==> src/rtl/lirq_pkg.sv <==
`timescale 1ns/1ps
package lirq_pkg;

   localparam int unsigned LIRQ_DW     = 32;
   localparam int unsigned LIRQ_SRC_W  = 10;
   localparam int unsigned LIRQ_LANES  = 4;
   localparam int unsigned LIRQ_CFG_W  = 2 * LIRQ_LANES;
   localparam int unsigned LIRQ_MAX_CORES = 4;

   localparam int unsigned PB_TMR  = 0;
   localparam int unsigned PB_MBX  = 4;
   localparam int unsigned PB_GPU  = 8;
   localparam int unsigned PB_PMU  = 9;

   localparam logic [31:0] PRESC_DEFAULT = 32'h8000_0000;

   typedef enum logic [3:0] {
      K_NONE,
      K_CTRL,
      K_PRESC,
      K_GPU,
      K_PSET,
      K_PCLR,
      K_TMR,
      K_MBX,
      K_PEND
   } lirq_kind_e;

   typedef struct packed {
      lirq_kind_e  kind;
      logic [1:0]  idx;
   } lirq_sel_t;

endpackage

==> src/rtl/lirq_decode.sv <==
`timescale 1ns/1ps
module lirq_decode
   import lirq_pkg::*;
#(
   parameter int unsigned NUM_CORES = 4,
   parameter int unsigned ADDR_W    = 8
) (
   input  logic [ADDR_W-1:0] addr,
   output lirq_sel_t         sel
);

   logic in_window;

   generate
      if (ADDR_W > 8) begin : g_wide
         assign in_window = ~|addr[ADDR_W-1:8];
      end else begin : g_narrow
         assign in_window = 1'b1;
      end
   endgenerate

   logic core_ok;
   assign core_ok = (32'(addr[3:2]) < NUM_CORES);

   always_comb begin
      sel.kind = K_NONE;
      sel.idx  = addr[3:2];
      if (in_window && addr[1:0] == 2'b00) begin
         unique case (addr[7:4])
            4'h0: begin
               case (addr[3:2])
                  2'd0:    sel.kind = K_CTRL;
                  2'd2:    sel.kind = K_PRESC;
                  2'd3:    sel.kind = K_GPU;
                  default: sel.kind = K_NONE;
               endcase
            end
            4'h1: begin
               case (addr[3:2])
                  2'd0:    sel.kind = K_PSET;
                  2'd1:    sel.kind = K_PCLR;
                  default: sel.kind = K_NONE;
               endcase
            end
            4'h4:    sel.kind = core_ok ? K_TMR  : K_NONE;
            4'h5:    sel.kind = core_ok ? K_MBX  : K_NONE;
            4'h6:    sel.kind = core_ok ? K_PEND : K_NONE;
            default: sel.kind = K_NONE;
         endcase
      end
   end

endmodule

==> src/rtl/lirq_regs.sv <==
`timescale 1ns/1ps
module lirq_regs
   import lirq_pkg::*;
#(
   parameter int unsigned NUM_CORES   = 4,
   parameter logic [31:0] PRESCALE_RST = PRESC_DEFAULT
) (
   input  logic                                   clk,
   input  logic                                   rst_n,
   input  logic                                   we,
   input  lirq_sel_t                              sel,
   input  logic [LIRQ_DW-1:0]                     wdata,
   input  logic [NUM_CORES-1:0][LIRQ_SRC_W-1:0]   pend,
   output logic [LIRQ_DW-1:0]                     rdata,
   output logic [3:0]                             gpu_route,
   output logic [LIRQ_CFG_W-1:0]                  pmu_route,
   output logic [NUM_CORES-1:0][LIRQ_CFG_W-1:0]   tmr_cfg,
   output logic [NUM_CORES-1:0][LIRQ_CFG_W-1:0]   mbx_cfg
);

   logic [LIRQ_DW-1:0] ctrl_q;
   logic [LIRQ_DW-1:0] presc_q;

   always_ff @(posedge clk or negedge rst_n) begin
      if (!rst_n) begin
         ctrl_q    <= '0;
         presc_q   <= PRESCALE_RST;
         gpu_route <= '0;
         pmu_route <= '0;
      end else if (we) begin
         case (sel.kind)
            K_CTRL:  ctrl_q    <= wdata;
            K_PRESC: presc_q   <= wdata;
            K_GPU:   gpu_route <= wdata[3:0];
            K_PSET:  pmu_route <= pmu_route | wdata[LIRQ_CFG_W-1:0];
            K_PCLR:  pmu_route <= pmu_route & ~wdata[LIRQ_CFG_W-1:0];
            default: ;
         endcase
      end
   end

   for (genvar c = 0; c < NUM_CORES; c++) begin : g_core
      logic hit;
      assign hit = we && (sel.idx == 2'(c));

      always_ff @(posedge clk or negedge rst_n) begin
         if (!rst_n) begin
            tmr_cfg[c] <= '0;
            mbx_cfg[c] <= '0;
         end else if (hit) begin
            if (sel.kind == K_TMR) tmr_cfg[c] <= wdata[LIRQ_CFG_W-1:0];
            if (sel.kind == K_MBX) mbx_cfg[c] <= wdata[LIRQ_CFG_W-1:0];
         end
      end
   end

   always_comb begin
      rdata = '0;
      case (sel.kind)
         K_CTRL:  rdata = ctrl_q;
         K_PRESC: rdata = presc_q;
         K_GPU:   rdata = {28'd0, gpu_route};
         K_PSET,
         K_PCLR:  rdata = {{(LIRQ_DW-LIRQ_CFG_W){1'b0}}, pmu_route};
         K_TMR, K_MBX, K_PEND: begin
            for (int c = 0; c < NUM_CORES; c++) begin
               if (sel.idx == 2'(c)) begin
                  if (sel.kind == K_TMR)
                     rdata = {{(LIRQ_DW-LIRQ_CFG_W){1'b0}}, tmr_cfg[c]};
                  else if (sel.kind == K_MBX)
                     rdata = {{(LIRQ_DW-LIRQ_CFG_W){1'b0}}, mbx_cfg[c]};
                  else
                     rdata = {{(LIRQ_DW-LIRQ_SRC_W){1'b0}}, pend[c]};
               end
            end
         end
         default: rdata = '0;
      endcase
   end

endmodule

==> src/rtl/lirq_core_route.sv <==
`timescale 1ns/1ps
module lirq_core_route
   import lirq_pkg::*;
(
   input  logic [LIRQ_LANES-1:0] tmr_lvl,
   input  logic [LIRQ_LANES-1:0] mbx_lvl,
   input  logic                  gpu_lvl,
   input  logic                  pmu_lvl,
   input  logic [LIRQ_CFG_W-1:0] tmr_cfg,
   input  logic [LIRQ_CFG_W-1:0] mbx_cfg,
   input  logic                  gpu_to_irq,
   input  logic                  gpu_to_fiq,
   input  logic                  pmu_to_irq,
   input  logic                  pmu_to_fiq,
   output logic [LIRQ_SRC_W-1:0] pend,
   output logic                  irq,
   output logic                  fiq
);

   logic [LIRQ_SRC_W-1:0] lvl;
   logic [LIRQ_SRC_W-1:0] en_irq;
   logic [LIRQ_SRC_W-1:0] en_fiq;

   assign lvl    = {pmu_lvl, gpu_lvl, mbx_lvl, tmr_lvl};
   assign en_irq = {pmu_to_irq, gpu_to_irq,
                    mbx_cfg[LIRQ_LANES-1:0], tmr_cfg[LIRQ_LANES-1:0]};
   assign en_fiq = {pmu_to_fiq, gpu_to_fiq,
                    mbx_cfg[LIRQ_CFG_W-1:LIRQ_LANES], tmr_cfg[LIRQ_CFG_W-1:LIRQ_LANES]};

   // a source routed both ways counts toward FIQ only
   assign pend = lvl & (en_irq | en_fiq);
   assign fiq  = |(lvl & en_fiq);
   assign irq  = |(lvl & en_irq & ~en_fiq);

endmodule

==> src/rtl/lirq_router.sv <==
`timescale 1ns/1ps
module lirq_router
   import lirq_pkg::*;
#(
   parameter int unsigned NUM_CORES    = 4,
   parameter int unsigned ADDR_W       = 8,
   parameter logic [31:0] PRESCALE_RST = PRESC_DEFAULT
) (
   input  logic                              clk,
   input  logic                              rst_n,
   input  logic                              reg_we,
   input  logic [ADDR_W-1:0]                 reg_addr,
   input  logic [31:0]                       reg_wdata,
   output logic [31:0]                       reg_rdata,
   input  logic [NUM_CORES*LIRQ_LANES-1:0]   timer_lvl,
   input  logic [NUM_CORES*LIRQ_LANES-1:0]   mbox_lvl,
   input  logic                              gpu_lvl,
   input  logic                              pmu_lvl,
   output logic [NUM_CORES-1:0]              core_irq,
   output logic [NUM_CORES-1:0]              core_fiq
);

   generate
      if (NUM_CORES < 1 || NUM_CORES > LIRQ_MAX_CORES) begin : g_bad_cores
         $error("lirq_router: NUM_CORES must be 1..4");
      end
      if (ADDR_W < 8) begin : g_bad_addr
         $error("lirq_router: ADDR_W must cover a 0x100 window");
      end
   endgenerate

   lirq_sel_t                             sel;
   logic [NUM_CORES-1:0][LIRQ_SRC_W-1:0]  pend;
   logic [3:0]                            gpu_route;
   logic [LIRQ_CFG_W-1:0]                 pmu_route;
   logic [NUM_CORES-1:0][LIRQ_CFG_W-1:0]  tmr_cfg;
   logic [NUM_CORES-1:0][LIRQ_CFG_W-1:0]  mbx_cfg;

   lirq_decode #(
      .NUM_CORES (NUM_CORES),
      .ADDR_W    (ADDR_W)
   ) u_decode (
      .addr (reg_addr),
      .sel  (sel)
   );

   lirq_regs #(
      .NUM_CORES    (NUM_CORES),
      .PRESCALE_RST (PRESCALE_RST)
   ) u_regs (
      .clk       (clk),
      .rst_n     (rst_n),
      .we        (reg_we),
      .sel       (sel),
      .wdata     (reg_wdata),
      .pend      (pend),
      .rdata     (reg_rdata),
      .gpu_route (gpu_route),
      .pmu_route (pmu_route),
      .tmr_cfg   (tmr_cfg),
      .mbx_cfg   (mbx_cfg)
   );

   for (genvar c = 0; c < NUM_CORES; c++) begin : g_route
      lirq_core_route u_core (
         .tmr_lvl    (timer_lvl[c*LIRQ_LANES +: LIRQ_LANES]),
         .mbx_lvl    (mbox_lvl[c*LIRQ_LANES +: LIRQ_LANES]),
         .gpu_lvl    (gpu_lvl),
         .pmu_lvl    (pmu_lvl),
         .tmr_cfg    (tmr_cfg[c]),
         .mbx_cfg    (mbx_cfg[c]),
         .gpu_to_irq (gpu_route[1:0] == 2'(c)),
         .gpu_to_fiq (gpu_route[3:2] == 2'(c)),
         .pmu_to_irq (pmu_route[c]),
         .pmu_to_fiq (pmu_route[LIRQ_LANES + c]),
         .pend       (pend[c]),
         .irq        (core_irq[c]),
         .fiq        (core_fiq[c])
      );
   end

endmodule

==> config.mk <==
export PLATFORM = sky130hd
export DESIGN_NAME = lirq_router
export DESIGN_NICKNAME = d
export VERILOG_FILES = /design/src/rtl/lirq_pkg.sv /design/src/rtl/lirq_decode.sv /design/src/rtl/lirq_regs.sv /design/src/rtl/lirq_core_route.sv /design/src/rtl/lirq_router.sv
export SDC_FILE = /design/constraint.sdc
export NUM_CORES = 1
export LEC_CHECK = 0
export BUFFER_PORTS_ARGS = -buffer_cell sky130_fd_sc_hd__buf_2
export CAP_MARGIN = 40
export CORE_ASPECT_RATIO = 1.75
export CORE_MARGIN = 1
export CORE_UTILIZATION = 57
export DETAILED_ROUTE_END_ITERATION = 10
export PLACE_DENSITY_LB_ADDON = 0.3
export SYNTH_ARGS = -nofsm -noshare
export SYNTH_HDL_FRONTEND = slang
export SYNTH_SLANG_ARGS = --single-unit
export TNS_END_PERCENT = 20
==> constraint.sdc <==
create_clock -name clk -period 4.7 [get_ports clk]
set_input_delay 1.175 -clock clk [delete_from_list [all_inputs] [get_ports clk]]
set_output_delay 1.175 -clock clk [all_outputs]
set_load 0.02 [all_outputs]
==> results.md, run 1 <==
* First-pass GRT wire length at 39.65 mm
* Critical path type: in2out
* P_leak at 4.452 nW
* Fin Clk Skew at 0 ns
* GRT Total Usage at 39.99%
* Largest net degree at the start of global routing at 89
* Buffers added on ports at 116
* Fillers at 1031
* Clock latency at the later pin of the worst-skew pair at 0.41 ns
* Post-Syn Area at 0.007599 mm2
* Num Clock Sinks at 140
* Area delta synth->final at 19.94%
* Synth unique cells at 58
* Cells after synthesis at 695
* Final Cycle Share at 98.46%
* Die width at 89.28 um
* Max_slew headroom at 44.58%
* Core area at 0.01294 mm2
* Finished Layout Cells at 1005
* Chip height at 154.7 um
* Antenna violations before repair at 1
* # setup viols final at 0
* Critical Path AT at 3.45 ns
* Worst Hold Class: reg2reg
* Number of synthesized flops with an enable pin at 0
* Synth area leaders: dfrtp_1, mux2_2, mux2_1, a22o_1, nand2_1
* Overflow after GRT at 0
* Async SR Flop Fraction at 100.0%
* Clock buffer count from CTS at 17
* Area of the multi-input gates at 0.003776 mm2
* Max Buffers Root-to-Sink at 2
* Max frequency at 216.1 MHz
* Top FF cell, synth: dfrtp_1
* Critical Path RT at 3.52 ns
* Synth Register Bits at 140
* Power per cell area at 338.7 mW/mm2
* Die area at 0.01381 mm2
* Final Hold Fails at 0
* Detail Placement HPWL at 19.37 mm
* Total chip power at 3.087 mW
* Register area at 0.003505 mm2
* Startpoint Class: input port
* Fin. max-slew vios at 0
* Final TNS setup at 0 ns
* Total Wirelength at 26.17 mm
* Actual slew at the worst max-slew pin at 0.8313 ns
* Ports at 117
* Vias per inst at 6.822
* Mean post-synth cell area at 10.93 um2
* Worst-path maximum fanout at 4
* Syn_nets at 777
* Most common cell in the netlist: dfrtp_1
* Final min period at 4.628 ns
* Yosys top cell by area: dfrtp_1
* Clock Pin Slew Worst Setup and Hold Paths at 0.06 ns
* # nets final at 904
* Synth top area share at 45.78%
* Clock Tree Root: clkbuf_16
* Seq/Total Area, Yosys at 46.12%
* Max_cap viols at 0
* DR vias at 6856
* CTS Hold Buffers Added at 0
* Number of global-route vias before repair at 6955
* Drt first pass iters at 7
* Status: finished clean
* Detail Route Antenna Nets at 0
* Share of cells above drive strength 1 at 33.81%
* Drt wl/cell at 26.04 um
* Worst IR Drop VDD at 0.3859 mV
* GP Congestion at 1.085
* Crit path capture type: output port
* Synth warn at 0
* H-Tree Depth at 4
* RSZ-0062 raised after global routing: false
* Top cells by instance count after synthesis: dfrtp_1, mux2_2, mux2_1
* DR iter-0 viols at 885
* CTS tree: done
* Inserted Diodes at 0
* Initial Utilization at 58.73%
* Inst Count DP at 974
* Drt drc at 0
* Site row count at 55
## sequential cells by signal, summed over array words and instances (netlist names), named ones only
register          count
u_regs.gpu_route      4
u_regs.tmr_cfg       32
u_regs.presc_q       32
u_regs.mbx_cfg       32
u_regs.ctrl_q        32
## routing by layer
layer	global-route usage [%]	wire length, um
met1	44.69	8905
met2	66.56	13080
met3	9.232	2109
met4	26.00	2051
met5	0	18
## kinds of logic (layout without fill, tap and decap cells)
| logic type | count (synthesis) | count (layout) | synth area share [%] |
|---|---|---|---|
| and+or+nand+nor | 141 | 141 | 9.847 |
| DFF | 140 | 140 | 46.12 |
| AOI/OAI and AO/OA | 203 | 203 | 18.57 |
| muxes | 137 | 137 | 20.29 |
| adders and majority gates | 5 | 5 | 0.8233 |
| buffers and inverters | 69 | 208 | 4.347 |
## cells in the final DEF, fill, tap and decap left out, drive strengths merged, types with 4 or more instances in the layout
master and count:
a31oi 14, o21ai 31, nor3 9, buf 163
nand2 54, nand3 22, a221oi 5, inv 20
ha 5, nor4 11, dfrtp 139, o221ai 14
mux2 136, o21a 4, o22ai 28, a22oi 6
a21oi 39, a211oi 9, nor2 20, clkbuf 17
a22o 29, a222oi 10
## power by group
group          switching [mW]  leakage, nW  internal, mW  total (mW)
Combinational           0.201         2.23         0.135       0.336
Clock                   0.561        0.295         0.847        1.41
Sequential             0.0738         1.92          1.27        1.34
## what timing repair did
action	in CTS	in global routing
setup buffers	0	0
setup endpoints to repair	0	4
gates resized for setup	0	3
## layout make-up
class | instances | area share (%)
tap | 171 | 2.348
inverter | 14 | 0.5766
timing repair buffer | 163 | 10.49
clock buffer | 17 | 4.668
clock inverter | 14 | 2.032
sequential | 140 | 38.45
multi-input combinational | 486 | 41.43
## per-stage QoR
| step | hold WS, ns | util [%] | cell area, um2 | worst slack (ns) |
|---|---|---|---|---|
| after CTS | 0.4947 | 70.36 | 9102 | 0.08111 |
| after floorplan | 0.4631 | - | 7599 | 0.2623 |
| after detailed placement | 0.4813 | 65.64 | 8492 | 0.09586 |
| after global placement | 0.4739 | 65.64 | 8492 | 0.1322 |
| after global routing | 0.5026 | 70.44 | 9114 | 0.004413 |
| final | 0.4936 | 70.44 | 9114 | 0.07249 |
## path summary, 6_finish.rpt
path | start | end | slack, ns | cells after the start
max | reg_addr[2] | reg_rdata[2] | 0.07 | 10
min | u_regs.ctrl_q[21]$_DFFE_PN0P_ | u_regs.ctrl_q[21]$_DFFE_PN0P_ | 0.49 | 1
max reg2reg | u_regs.tmr_cfg[7]$_DFFE_PN0P_ | u_regs.tmr_cfg[7]$_DFFE_PN0P_ | 3.74 | 1
min reg2reg | u_regs.ctrl_q[21]$_DFFE_PN0P_ | u_regs.ctrl_q[21]$_DFFE_PN0P_ | 0.49 | 1
max in group asynchronous | rst_n | u_regs.presc_q[7]$_DFFE_PN0P_ | 2.94 | 2
min in group asynchronous | rst_n | u_regs.mbx_cfg[12]$_DFFE_PN0P_ | 0.80 | 1
## worst max-delay path, stage by stage
cell and delay, ns:
buf_2 0.12, inv_1 0.07, ha_1 0.29, nor3_1 0.28, o21a_1 0.21, mux2_2 0.34
a222oi_1 0.45, o311ai_1 0.18, buf_4 0.18, buf_2 0.15
No activity file was read; power rests on OpenSTA's default activity.
==> run 2, diff against run 1 <==
--- a/config.mk
+++ b/config.mk
@@ -9,7 +9,7 @@
 export CAP_MARGIN = 40
 export CORE_ASPECT_RATIO = 1.75
 export CORE_MARGIN = 1
-export CORE_UTILIZATION = 57
+export CORE_UTILIZATION = 55
 export DETAILED_ROUTE_END_ITERATION = 10
 export PLACE_DENSITY_LB_ADDON = 0.3
 export SYNTH_ARGS = -nofsm -noshare
==> constraint.sdc (replaced) <==
create_clock -name clk -period 4.7 [get_ports clk]
set_input_delay 1.175 -clock clk [delete_from_list [all_inputs] [get_ports clk]]
set_output_delay 1.175 -clock clk [all_outputs]
set_load 0.05 [all_outputs]
==> results.md, run 2 (same netlist as run 1, synthesis figures left out) <==
* Status: finished clean
* Clock Pin Slew Worst Setup and Hold Paths at 0.06 ns (about the same)
* Hold Path Origin: u_regs.ctrl_q[21]$_DFFE_PN0P_
* Initial Utilization at 56.48% (-2.3 points)
* RSZ-0062 raised after global routing: true
* Actual slew at the worst max-slew pin at 0.6650 ns (-0.1663 ns)
* Crit path from: reg_addr[6]
* Total Wirelength at 25.16 mm (-3.8%)
* Ports at 117 (unchanged)
* Inst Count DP at 970 (-0.41%)
* Crit path capture type: output port
* Finished Layout Cells at 1002 (-0.30%)
* Drt drc at 0 (unchanged)
* Die width at 90.85 um (+1.8%)
* CP max stage delay at 0.70 ns (+0.25 ns)
* Fin Clk Skew at 0 ns (unchanged)
* Share of cells above drive strength 1 at 33.70% (-0.12 points)
* Worst reg2reg path depth at 1 (unchanged)
* Worst IR Drop VDD at 0.2653 mV (-31%)
* Buffers added on ports at 116 (unchanged)
* Worst-path maximum fanout at 9 (+5)
* Chip height at 157.5 um (+1.8%)
* Max_cap viols at 0 (unchanged)
* Overflow after GRT at 0 (unchanged)
* Top delay family on crit path: simple AND/OR/NAND/NOR gates
* GP Congestion at 0.9593 (-12%)
* CTS tree: done
* Site row count at 56 (+1.8%)
* Clock Tree Root: clkbuf_16
* DR vias at 6619 (-3.5%)
* Startpoint Class: input port
* Area delta synth->final at 19.51%
* Drt first pass iters at 5 (-2)
* Max_slew headroom at 55.66% (+11 points)
* Worst Hold Class: reg2reg
* First-pass GRT wire length at 38.52 mm (-2.9%)
* Fillers at 1093 (+6.0%)
* CTS Hold Buffers Added at 0 (unchanged)
* Commonest non-fill, non-tap cell in the layout: dfrtp_1
* Max Buffers Root-to-Sink at 2 (unchanged)
* P_leak at 4.409 nW (-0.96%)
* Detail Placement HPWL at 18.52 mm (-4.4%)
* DR iter-0 viols at 605 (-32%)
* Final TNS setup at 0 ns (unchanged)
* Detail Route Antenna Nets at 0 (unchanged)
* Number of global-route vias before repair at 6875 (-1.2%)
* H-Tree Depth at 4 (unchanged)
* Vias per inst at 6.606 (-3.2%)
* # setup viols final at 0 (unchanged)
* Clock latency at the later pin of the worst-skew pair at 0.41 ns (about the same)
* Slowest-stage cell, CP: or4b_2
* Clock buffer count from CTS at 17 (unchanged)
* # nets final at 897 (-0.77%)
* Die area at 0.01431 mm2 (+3.6%)
* Max frequency at 215.4 MHz (-0.34%)
* Num Clock Sinks at 140 (unchanged)
* Critical path type: in2out
* Core area at 0.01345 mm2 (+4.0%)
* GRT Total Usage at 36.05% (-3.9 points)
* Final min period at 4.643 ns (+0.01599 ns)
* Inserted Diodes at 0 (unchanged)
* Drt wl/cell at 25.11 um (-3.6%)
* Power per cell area at 338.4 mW/mm2 (about the same)
* Hold Path Cell Cnt at 1 (unchanged)
* Final Cycle Share at 98.80% (+0.34 points)
* Final Hold Fails at 0 (unchanged)
* Most frequent cells in the layout: dfrtp_1, buf_2, mux2_2
* Largest net degree at the start of global routing at 62 (-30%)
* WP depth at 8 (-2)
* Antenna violations before repair at 0 (-1)
* Critical R2R Launch: u_regs.gpu_route[3]$_DFFE_PN0P_
* CP cell instances: buf_2, or4b_2, a21oi_1, nand2_1, nor4_1, a21oi_1, nand3_1, buf_2
* Fin. max-slew vios at 0 (unchanged)
* Critical Path RT at 3.52 ns (about the same)
* Worst path bufs/invs at 2 (-2)
* Critical Path AT at 3.47 ns (+0.02 ns)
==> run 2: changes by cell type in the layout (fill, tap and decap cells not counted), sizes merged <==
cell	before	now
buf	163	156
clkinvlp	2	3
bufinv	3	1
inv	20	21
clkbuf	17	18
==> run 2: layout make-up <==
class	instances	area (um2)	share of cell area, %
clock buffer	18	439.2	4.836
clock inverter	14	152.6	1.681
inverter	14	52.55	0.5787
multi-input combinational	486	3796	41.80
sequential	140	3505	38.59
tap	174	217.7	2.397
timing repair buffer	156	918.4	10.11
==> run 2: power by group <==
| part | internal [mW] | switching, mW | total, mW |
|---|---|---|---|
| sequential | 1.27 | 0.0731 | 1.34 |
| combinational | 0.135 | 0.232 | 0.367 |
| clock | 0.765 | 0.600 | 1.36 |
==> run 2: stage by stage <==
step / total power, mW / utilization [%] / hold WS (ns) / setup WS [ns] / instance area, um2
after floorplan: 1.568 / - / 0.4631 / -0.1655 / 7604
after global placement: 1.711 / 62.91 / 0.4735 / 0.08877 / 8463
after detailed placement: 1.723 / 62.91 / 0.4822 / 0.05236 / 8463
after CTS: 3.077 / 67.31 / 0.4958 / 0.03483 / 9055
after global routing: 3.162 / 67.50 / 0.5097 / -0.009455 / 9081
final: 3.073 / 67.50 / 0.4946 / 0.05650 / 9081
==> run 2: repair_timing <==
action / 4_1_cts / 5_1_grt
setup buffers: 0 / 0
resized for setup: 1 / 8
endpoints found under the setup margin: 1 / 8
pin swaps: 0 / 0
==> run 2: final timing paths <==
kind | to | slack, ns
min | u_regs.ctrl_q[21]$_DFFE_PN0P_ | 0.49
max in group asynchronous | u_regs.mbx_cfg[15]$_DFFE_PN0P_ | 3.00
max | reg_rdata[1] | 0.06
min reg2reg | u_regs.ctrl_q[21]$_DFFE_PN0P_ | 0.49
max reg2reg | u_regs.gpu_route[3]$_DFFE_PN0P_ | 3.72
min in group asynchronous | u_regs.presc_q[15]$_DFFE_PN0P_ | 0.71
==> run 2: routing by layer <==
| metal | GRT usage, % | routed length [um] | vias up | part of all wire [%] |
|---|---|---|---|---|
| met3 | 6.715 | 1441 | 106 | 5.7 |
| met5 | 0 | 0 | - | 0 |
| met1 | 39.80 | 9279 | 3268 | 37 |
| met2 | 63.64 | 12840 | 360 | 51 |
| li1 | - | - | 2885 | - |
| met4 | 22.75 | 1603 | 0 | 6.4 |
